`config.mk`:
```
export PLATFORM = sky130hd
export DESIGN_NAME = brmask_tracker
export DESIGN_NICKNAME = d
export VERILOG_FILES = /design/src/rtl/brmask_pkg.sv /design/src/rtl/brmask_tag_pool.sv /design/src/rtl/brmask_slot.sv /design/src/rtl/brmask_tracker.sv
export SDC_FILE = /design/constraint.sdc
export NUM_CORES = 1
export LEC_CHECK = 0
export BUFFER_PORTS_ARGS = -buffer_cell sky130_fd_sc_hd__buf_4
export CORE_MARGIN = 8
export CORE_UTILIZATION = 50
export CTS_CLUSTER_DIAMETER = 150
export DETAILED_ROUTE_END_ITERATION = 10
export PLACE_DENSITY = 0.85
export SYNTH_ARGS = -nofsm -noshare
export SYNTH_HDL_FRONTEND = slang
export SYNTH_SLANG_ARGS = --single-unit
```
`constraint.sdc`:
```
create_clock -name clk -period 2.7 [get_ports clk]
set_input_delay 0.54 -clock clk [delete_from_list [all_inputs] [get_ports clk]]
set_output_delay 0.54 -clock clk [all_outputs]
set_load 0.03 [all_outputs]
```
`src/rtl/brmask_pkg.sv`:
```
package brmask_pkg;
  localparam int TAGS = 4;

  typedef logic [TAGS-1:0] tagv_t;
  typedef tagv_t [TAGS-1:0] dep_arr_t;

  // One-hot of the lowest clear bit of busy, zero when every bit is set.
  function automatic tagv_t lowest_free(tagv_t busy);
    tagv_t r;
    r = '0;
    for (int i = TAGS - 1; i >= 0; i--) begin
      if (!busy[i]) r = tagv_t'(1) << i;
    end
    return r;
  endfunction

  // Faulting tag plus every live tag whose ancestry holds it.
  function automatic tagv_t squash_set(tagv_t live, dep_arr_t dep, tagv_t bad);
    tagv_t r;
    r = bad;
    for (int t = 0; t < TAGS; t++) begin
      if (live[t] && ((dep[t] & bad) != '0)) r[t] = 1'b1;
    end
    return r;
  endfunction

  // Dependency mask written for an instruction issued this cycle.
  function automatic tagv_t issue_mask(tagv_t live, tagv_t granted, tagv_t cleared);
    return (live | granted) & ~cleared;
  endfunction
endpackage

```
`src/rtl/brmask_tag_pool.sv`:
```
module brmask_tag_pool
  import brmask_pkg::*;
(
  input  logic  clk,
  input  logic  rst_n,
  input  logic  alloc_req,
  input  tagv_t ok_set,
  input  tagv_t bad_set,
  output tagv_t live,
  output tagv_t grant_tag,
  output tagv_t free_set,
  output logic  grant,
  output logic  full
);
  tagv_t    live_q;
  dep_arr_t dep_q;

  assign live      = live_q;
  assign full      = &live_q;
  assign grant     = alloc_req & ~full & ~(|bad_set);
  assign grant_tag = grant ? lowest_free(live_q) : '0;
  assign free_set  = squash_set(live_q, dep_q, bad_set);

  always_ff @(posedge clk) begin
    if (!rst_n) begin
      live_q <= '0;
      dep_q  <= '0;
    end else begin
      live_q <= (live_q | grant_tag) & ~ok_set & ~free_set;
      for (int t = 0; t < TAGS; t++) begin
        if (grant_tag[t]) dep_q[t] <= live_q & ~ok_set;
        else              dep_q[t] <= dep_q[t] & ~ok_set;
      end
    end
  end
endmodule

```
`src/rtl/brmask_slot.sv`:
```
module brmask_slot
  import brmask_pkg::*;
(
  input  logic  clk,
  input  logic  rst_n,
  input  logic  issue_hit,
  input  logic  release_hit,
  input  tagv_t new_mask,
  input  tagv_t ok_set,
  input  tagv_t bad_set,
  input  tagv_t free_set,
  output logic  valid,
  output tagv_t mask,
  output logic  kill
);
  logic  valid_q, kill_q, valid_n, kill_n;
  tagv_t mask_q, mask_n;

  assign valid = valid_q;
  assign mask  = mask_q;
  assign kill  = kill_q;

  always_comb begin
    valid_n = valid_q;
    mask_n  = mask_q;
    kill_n  = kill_q;
    if (issue_hit) begin
      valid_n = 1'b1;
      mask_n  = new_mask;
      kill_n  = 1'b0;
    end else if (release_hit) begin
      valid_n = 1'b0;
      mask_n  = '0;
      kill_n  = 1'b0;
    end
    if (valid_n) begin
      kill_n = kill_n | (|(mask_n & bad_set));
      mask_n = mask_n & ~ok_set & ~free_set;
    end
  end

  always_ff @(posedge clk) begin
    if (!rst_n) begin
      valid_q <= 1'b0;
      mask_q  <= '0;
      kill_q  <= 1'b0;
    end else begin
      valid_q <= valid_n;
      mask_q  <= mask_n;
      kill_q  <= kill_n;
    end
  end
endmodule

```
`src/rtl/brmask_tracker.sv`:
```
module brmask_tracker
  import brmask_pkg::*;
#(
  parameter int NUM_SLOTS = 16,
  localparam int SLOT_W   = $clog2(NUM_SLOTS)
) (
  input  logic                      clk,
  input  logic                      rst_n,
  input  logic                      alloc_req,
  output logic                      alloc_grant,
  output logic [TAGS-1:0]           alloc_tag,
  output logic                      tags_full,
  input  logic                      issue_valid,
  input  logic [SLOT_W-1:0]         issue_slot,
  input  logic                      release_valid,
  input  logic [SLOT_W-1:0]         release_slot,
  input  logic                      resolve_valid,
  input  logic [TAGS-1:0]           resolve_tag,
  input  logic                      resolve_mispredict,
  output logic [TAGS-1:0]           live_tags,
  output logic [NUM_SLOTS-1:0]      slot_valid,
  output logic [NUM_SLOTS*TAGS-1:0] slot_mask,
  output logic [NUM_SLOTS-1:0]      slot_kill
);
  // Named internal events, also observed by the checker.
  tagv_t live, grant_tag, free_set, resolve_ok_set, resolve_bad_set, issue_mask_w;

  assign resolve_ok_set  = (resolve_valid && !resolve_mispredict) ? (resolve_tag & live) : '0;
  assign resolve_bad_set = (resolve_valid &&  resolve_mispredict) ? (resolve_tag & live) : '0;

  brmask_tag_pool u_pool (
    .clk       (clk),
    .rst_n     (rst_n),
    .alloc_req (alloc_req),
    .ok_set    (resolve_ok_set),
    .bad_set   (resolve_bad_set),
    .live      (live),
    .grant_tag (grant_tag),
    .free_set  (free_set),
    .grant     (alloc_grant),
    .full      (tags_full)
  );

  assign alloc_tag    = grant_tag;
  assign live_tags    = live;
  assign issue_mask_w = issue_mask(live, grant_tag, resolve_ok_set);

  for (genvar i = 0; i < NUM_SLOTS; i++) begin : g_slot
    logic  issue_hit, release_hit;
    tagv_t mask_i;
    assign issue_hit   = issue_valid   && (issue_slot   == SLOT_W'(i));
    assign release_hit = release_valid && (release_slot == SLOT_W'(i));
    brmask_slot u_slot (
      .clk         (clk),
      .rst_n       (rst_n),
      .issue_hit   (issue_hit),
      .release_hit (release_hit),
      .new_mask    (issue_mask_w),
      .ok_set      (resolve_ok_set),
      .bad_set     (resolve_bad_set),
      .free_set    (free_set),
      .valid       (slot_valid[i]),
      .mask        (mask_i),
      .kill        (slot_kill[i])
    );
    assign slot_mask[i*TAGS +: TAGS] = mask_i;
  end
endmodule

```
# After elaboration in Yosys (flattened, before gate mapping)
# Index checks and enable logic that the tools add are counted.
dict set report classes {
  div_mod_pow 0
  n_reduce_logical 63
  n_mux 143
  multipliers 0
  eq_ne 30
  bitwise_logic 83
  n_addsub 0
  shifts 0
  magnitude_cmp 0
}
# operator n
set op_table {}
lappend op_table {{4-bit bitwise AND} 60}
lappend op_table {{4-bit two-way mux} 59}
lappend op_table {{1-bit two-way mux} 84}
lappend op_table {{4-bit OR reduction} 17}
lappend op_table {{4-bit == test, second input constant} 16}
lappend op_table {{1-bit logical AND} 38}
lappend op_table {{4-bit by 3-bit == test with 1-bit output, second input constant} 8}
lappend op_table {{4-bit by 2-bit == test with 1-bit output, second input constant} 4}
lappend op_table {{1-bit bitwise OR} 16}
lappend op_table {{4-bit nonzero test} 4}
lappend op_table {{4-bit by 1-bit == test with 1-bit output, second input constant} 2}
lappend op_table {{4-bit zero test} 2}
lappend op_table {{4-bit inverter} 2}
lappend op_table {{4-bit bitwise OR} 1}
lappend op_table {{4-bit AND reduction} 1}
lappend op_table {{1-bit bitwise AND} 2}
lappend op_table {{1-bit inverter} 2}
lappend op_table {{1-bit zero test} 1}
dict set report totals {
  mem_bits_ro 0
  memories 0
  out_inout_bits 106
  wordCells 372
  ramBits 0
  reg_bits 116
  latchBits 0
}

# Logic depth before layout (Yosys ltp)
dict set report logic_depth {
  depth_word 13
  mapped_depth 8
  ltp_nobuf 5
}

# By module
# A second synthesis with hierarchy kept.
dict set report unflattened {
  cells_unflattened 699
  hier_area_um2 6258.5
}
# mod seq_area_each_um2 cells_per_inst instances area_each_um2
set modules_own_cells {}
lappend modules_own_cells {brmask_slot 120.1 34 16 320.3}
lappend modules_own_cells {brmask_tag_pool 320.3 88 1 792.0}
lappend modules_own_cells {brmask_tracker 0.0 67 1 341.6}

# Worst setup path after synthesis
# No wires, ideal clock.
dict set report synth_timing {
  kind {reg-to-output}
  start {register u_pool.live_q[1] (netlist: u_pool.live[1])}
  end {output alloc_tag[3]}
  path_slack_ns 0.331
  path_stages_with_launch 4
  required_ns 2.160
  arrival_ns 1.829
  cell_sequence {dfxtp_1 > nand2_1 > or4_1 > nor2_1}
}
dict set report synth_between {
  elab_chain_len 6
  elab_cells_between_ends 11
  classes_between {mux: 4; bitwise: 5; reduce/logical: 2}
}
# element line_no
set synth_rtl {}
lappend synth_rtl {{from (decl)} brmask_tag_pool.sv:15} ;# tagv_t live_q;
lappend synth_rtl {{from (signal assigned)} brmask_tag_pool.sv:29} ;# live_q <= (live_q | grant_tag) & ~ok_set & ~free_set;
lappend synth_rtl {{4-bit bitwise AND} brmask_tracker.sv:29} ;# assign resolve_bad_set = (resolve_valid && resolve_mispredict) ? (resolve_tag & live) : '0;
lappend synth_rtl {{4-bit two-way mux} brmask_tracker.sv:29}
lappend synth_rtl {{4-bit OR reduction} brmask_tag_pool.sv:20} ;# assign grant = alloc_req & ~full & ~(|bad_set);
lappend synth_rtl {{1-bit inverter} brmask_tag_pool.sv:20}
lappend synth_rtl {{1-bit bitwise AND} brmask_tag_pool.sv:20}
lappend synth_rtl {{4-bit two-way mux *} brmask_tag_pool.sv:21} ;# assign grant_tag = grant ? lowest_free(live_q) : '0;
lappend synth_rtl {{to (decl)} brmask_tracker.sv:11} ;# output logic [TAGS-1:0] alloc_tag,
# Mark *: on every way between the ends. The rest lies on a longest branch, timed or not.

# Final worst setup path
# Same ends and word-level chain as after synthesis.

==> metrics.log <==
[metrics] status: completed
[metrics] count of endpoints failing setup in the final report: 0
[metrics] area added between synthesis and finish: 22.4%
[metrics] number of instances in the synthesized netlist: 678
[metrics] fraction of layout cells with a size suffix above 1: 23.8%
[metrics] detailed-routing iteration count for the pre-antenna-repair pass: 6
[metrics] post-detailed-route count of antenna-violating nets: 0
[metrics] Std-Cell Rows: 39
[metrics] Worst Path Max Fanout: 8
[metrics] clock buffer depth: 2
[metrics] largest voltage drop on the vdd net: 416 µV
[metrics] area share of and/or/nand/nor cells after synthesis: 20.3%
[metrics] sequential share of power: 50.3%
[metrics] Buffers & Inverters on Critical Path: 1
[metrics] Fin Clk Skew: 5.84 ps
[metrics] Critical Setup Path Class: reg -> out
[metrics] number of hold-slack violations in the final timing report: 0
[metrics] number of unique standard cell types used by synthesis: 58
[metrics] internal power component: 2470 µW
[metrics] switching power summed over all nets: 921 µW
[metrics] area share of the largest cell type after synthesis: 39.5%
[metrics] endpoint of the lowest-slack register-to-register path: g_slot[1].u_slot.mask[3]
[metrics] grt ovf: 0
[metrics] compound-gate portion of the synthesized area: 31.5%
[metrics] aggregate global-route resource usage: 26.6%
[metrics] initial drt markers: 1122
[metrics] net count of the finished layout: 797
[metrics] number of instances on the worst hold path: 1
[metrics] slack of the worst reg-to-reg path: 320 ps
[metrics] number of antenna violations at the first check in global routing: 0
[metrics] Period minus WS final: 2590 ps
[metrics] total of max-cap violations: 0
[metrics] Max stage delay cell, worst path: or4_1
[metrics] longest individual stage delay on the worst path: 580 ps
[metrics] area inside the core boundary: 11300 µm²
[metrics] cell type with the highest aggregate area in the netlist: dfxtp_1
[metrics] number of buffers added by the clock tree synthesis step: 9
[metrics] number of synthesized flops with an enable pin: 0
[metrics] IO buf count: 124
[metrics] post-detail-place hpwl: 14.7 mm
[metrics] category of the worst setup path capture point: output pin
[metrics] first-pass GRT wire length: 31.5 mm
[metrics] cell at the root of the clock tree: clkbuf_16
[metrics] sequential area share after synthesis: 39.5%
[metrics] Post-Synthesis Net Count: 697
[metrics] beginning of the worst hold path: u_pool.dep_q[8]
[metrics] Data arrival, critical path: 2050 ps
[metrics] final count of pins violating max slew: 0
[metrics] num ports: 125
[metrics] Chip Height: 123 µm
[metrics] RSZ-0062 raised after global routing: no
[metrics] post-place setup slack: 200 ps
[metrics] class of the tightest hold or removal check: reg -> reg
[metrics] async set-or-reset flop fraction in the synthesized netlist: 0%
[metrics] post-synthesis share of cell area spent on full adders, half adders and majority gates: 0%
[metrics] number of standard cells in the layout, taps in and fillers out: 925
[metrics] WL per Instance: 22.2 µm
[metrics] area of combinational cells with multiple inputs: 3010 µm²
[metrics] CP Data Required Time: 2160 ps
[metrics] Syn. warnings: 0
[metrics] post-synth design cell area: 5680 µm²
[metrics] final total negative setup slack: 0 ps
[metrics] via total after detailed routing: 6125
[metrics] cell types with the largest area share after synthesis: dfxtp_1 (39%), o21ai_0 (4.8%), buf_4 (4.2%)
[metrics] maximum number of pins on one net before global-route repair: 44
[metrics] total number of clock tree sinks: 112
[metrics] Clock Latency Late Sink: 350 ps
[metrics] power density of the placed cells: 488 nW/µm²
[metrics] number of antenna cells inserted: 0
[metrics] floorplan die width: 123 µm
[metrics] Clk pwr share: 37.3%
[metrics] clock-pin slew reported for the worst setup and hold paths after clock tree synthesis: 70 ps
[metrics] fraction of power spent switching nets: 27.1%
[metrics] post-route setup slack: 115 ps
[metrics] number of remaining DRC errors: 0
[metrics] H-tree depth: 3
[metrics] mux cell area share after synthesis: 1.23%
[metrics] XOR/XNOR share of the synthesized area: 0%
[metrics] Cell Chain, Critical Path: nand2_1 > or4_1 > nor2_1 > buf_4
[metrics] Placed Cells: 910
[metrics] slew at the pin closest to its max-slew limit: 1120 ps
[metrics] average instance area after synthesis: 8.38 µm²
[metrics] global placement routability congestion: 0.962
[metrics] reg-to-reg startpoint: u_pool.live[3]
[metrics] CTS tree: yes
[metrics] number of fill cells in the layout: 946
[metrics] number of synthesized register bits: 112
[metrics] mean number of vias per cell: 6.62
[metrics] highest clock frequency the design can meet: 387 MHz
[metrics] flip-flop cell with the highest count after synthesis: dfxtp_1
[metrics] main combinational cell family by area after synthesis: compound AO/OA/AOI/OAI gates
[metrics] depth of the worst register-to-register path: 5
[metrics] startpoint kind of the worst setup timing path: register
[metrics] overall die area: 15000 µm²
[metrics] Hold EP: u_pool.dep_q[8]
[metrics] cts-stage hold buffer count: 0
[metrics] Initial Utilization: 50.4%
[metrics] combinational share of power: 12.4%
[metrics] Seq. cell area: 2240 µm²
[metrics] family with the most delay on the worst path: simple AND/OR/NAND/NOR gates
[metrics] total power consumption of the routed design: 3390 µW
[metrics] total routed wirelength: 20.5 mm
[metrics] remaining max-slew budget at the tightest pin: 25.3%
[metrics] leakage power: 0.00284 µW
[metrics] part of the cycle the worst path needs: 95.7%
[metrics] vias in the first global route: 5953
cells in the final DEF (no fill, tap or decap), drive strengths merged, types with 6 or more instances in the layout:
cell	netlist	layout
nor3	19	19
o211ai	25	25
nor2b	23	23
dfxtp	112	112
a221oi	22	22
nand2	61	61
buf	45	162
clkbuf	28	11
mux2i	7	7
a22o	15	15
and2	14	14
a21o	8	8
a2111oi	6	6
a22oi	19	19
nor2	54	54
nand3	12	12
a222oi	8	8
a31oi	10	10
and3	11	11
o21ai	56	56
a21oi	39	39
a211oi	14	14
nand2b	13	13
a32oi	7	7
inv	5	6
cell families (layout without fill, tap and decap cells):
| family | after synthesis | count (layout) |
|---|---|---|
| flip-flops | 112 | 112 |
| AND/OR/NAND/NOR | 227 | 227 |
| AO/OA/AOI/OAI | 254 | 254 |
| multiplexers | 7 | 7 |
| buffers and inverters | 78 | 182 |
power by group through the flow:
stage	Combinational (µW)	Clock (µW)	Sequential [µW]
finish	421	1260	1710
global route	445	1340	1710
CTS	411	1270	1710
detailed placement	409	0	1740
global placement	406	0	1740
floorplan	218	0	1770
cell type report:
type | instances | share of cell area, %
Multi-Input combinational cell | 488 | 43.3
Sequential cell | 112 | 32.3
Timing Repair Buffer | 162 | 17.7
Clock buffer | 11 | 3.49
Tap cell | 143 | 2.57
Clock inverter | 4 | 0.432
Inverter | 5 | 0.270
worst max-delay path by stage:
stage	start	to	slack [ps]	cells past startpoint
2_1_floorplan	u_pool.live[1]	alloc_tag[3]	330	3
4_1_cts	u_pool.live[1]	alloc_tag[2]	120	4
3_5_place_dp	resolve_mispredict	g_slot[1].u_slot.mask[3]	200	6
6_report	u_pool.live[1]	alloc_tag[3]	110	4
5_1_grt	u_pool.live[1]	alloc_tag[3]	40	4
3_3_place_gp	resolve_tag[0]	alloc_tag[2]	260	5
synthesized netlist by cell type, drive strengths merged (8+ instances only):
| library cell | count |
|---|---|
| nand3 | 12 |
| o211ai | 25 |
| a22oi | 19 |
| nor3 | 19 |
| a211oi | 14 |
| nand2b | 13 |
| nand2 | 61 |
| buf | 45 |
| clkbuf | 28 |
| dfxtp | 112 |
| a31oi | 10 |
| nor2b | 23 |
| a22o | 15 |
| and2 | 14 |
| nor2 | 54 |
| a222oi | 8 |
| o21ai | 56 |
| a221oi | 22 |
| a21o | 8 |
| and3 | 11 |
| a21oi | 39 |
flip-flops by register name, summed over array words and instances, names as in the netlist:
signal               count
g_slot.u_slot.mask      64
u_pool.dep_q            12
g_slot.u_slot.kill      16
g_slot.u_slot.valid     16
u_pool.live              4
routing by layer:
layer	wire length (µm)	global-route usage [%]
met1	7930	33.4
met2	9410	42.2
met3	2390	6.16
met4	816	13.8
met5	0	0
what timing repair did:
item,4_1_cts,5_1_grt
gates resized for setup,0,1
setup endpoints to repair,0,1
buffers inserted,0,0
worst register-to-register path: stages, from the launching register on:
cell	delay (ps)
dfxtp_1	480
a22o_1	220
a21o_1	280
a2bb2oi_1	930
a22o_1	290
nor3_1	50
metrics by stage:
step	utilization, %	hold slack [ps]	cell area (µm²)
floorplan	-	439	5680
global placement	59.2	459	6680
detailed placement	59.2	458	6680
CTS	61.7	481	6950
global route	61.7	505	6950
finish	61.7	478	6950
Note: power is estimated with default switching activity, not from simulation.
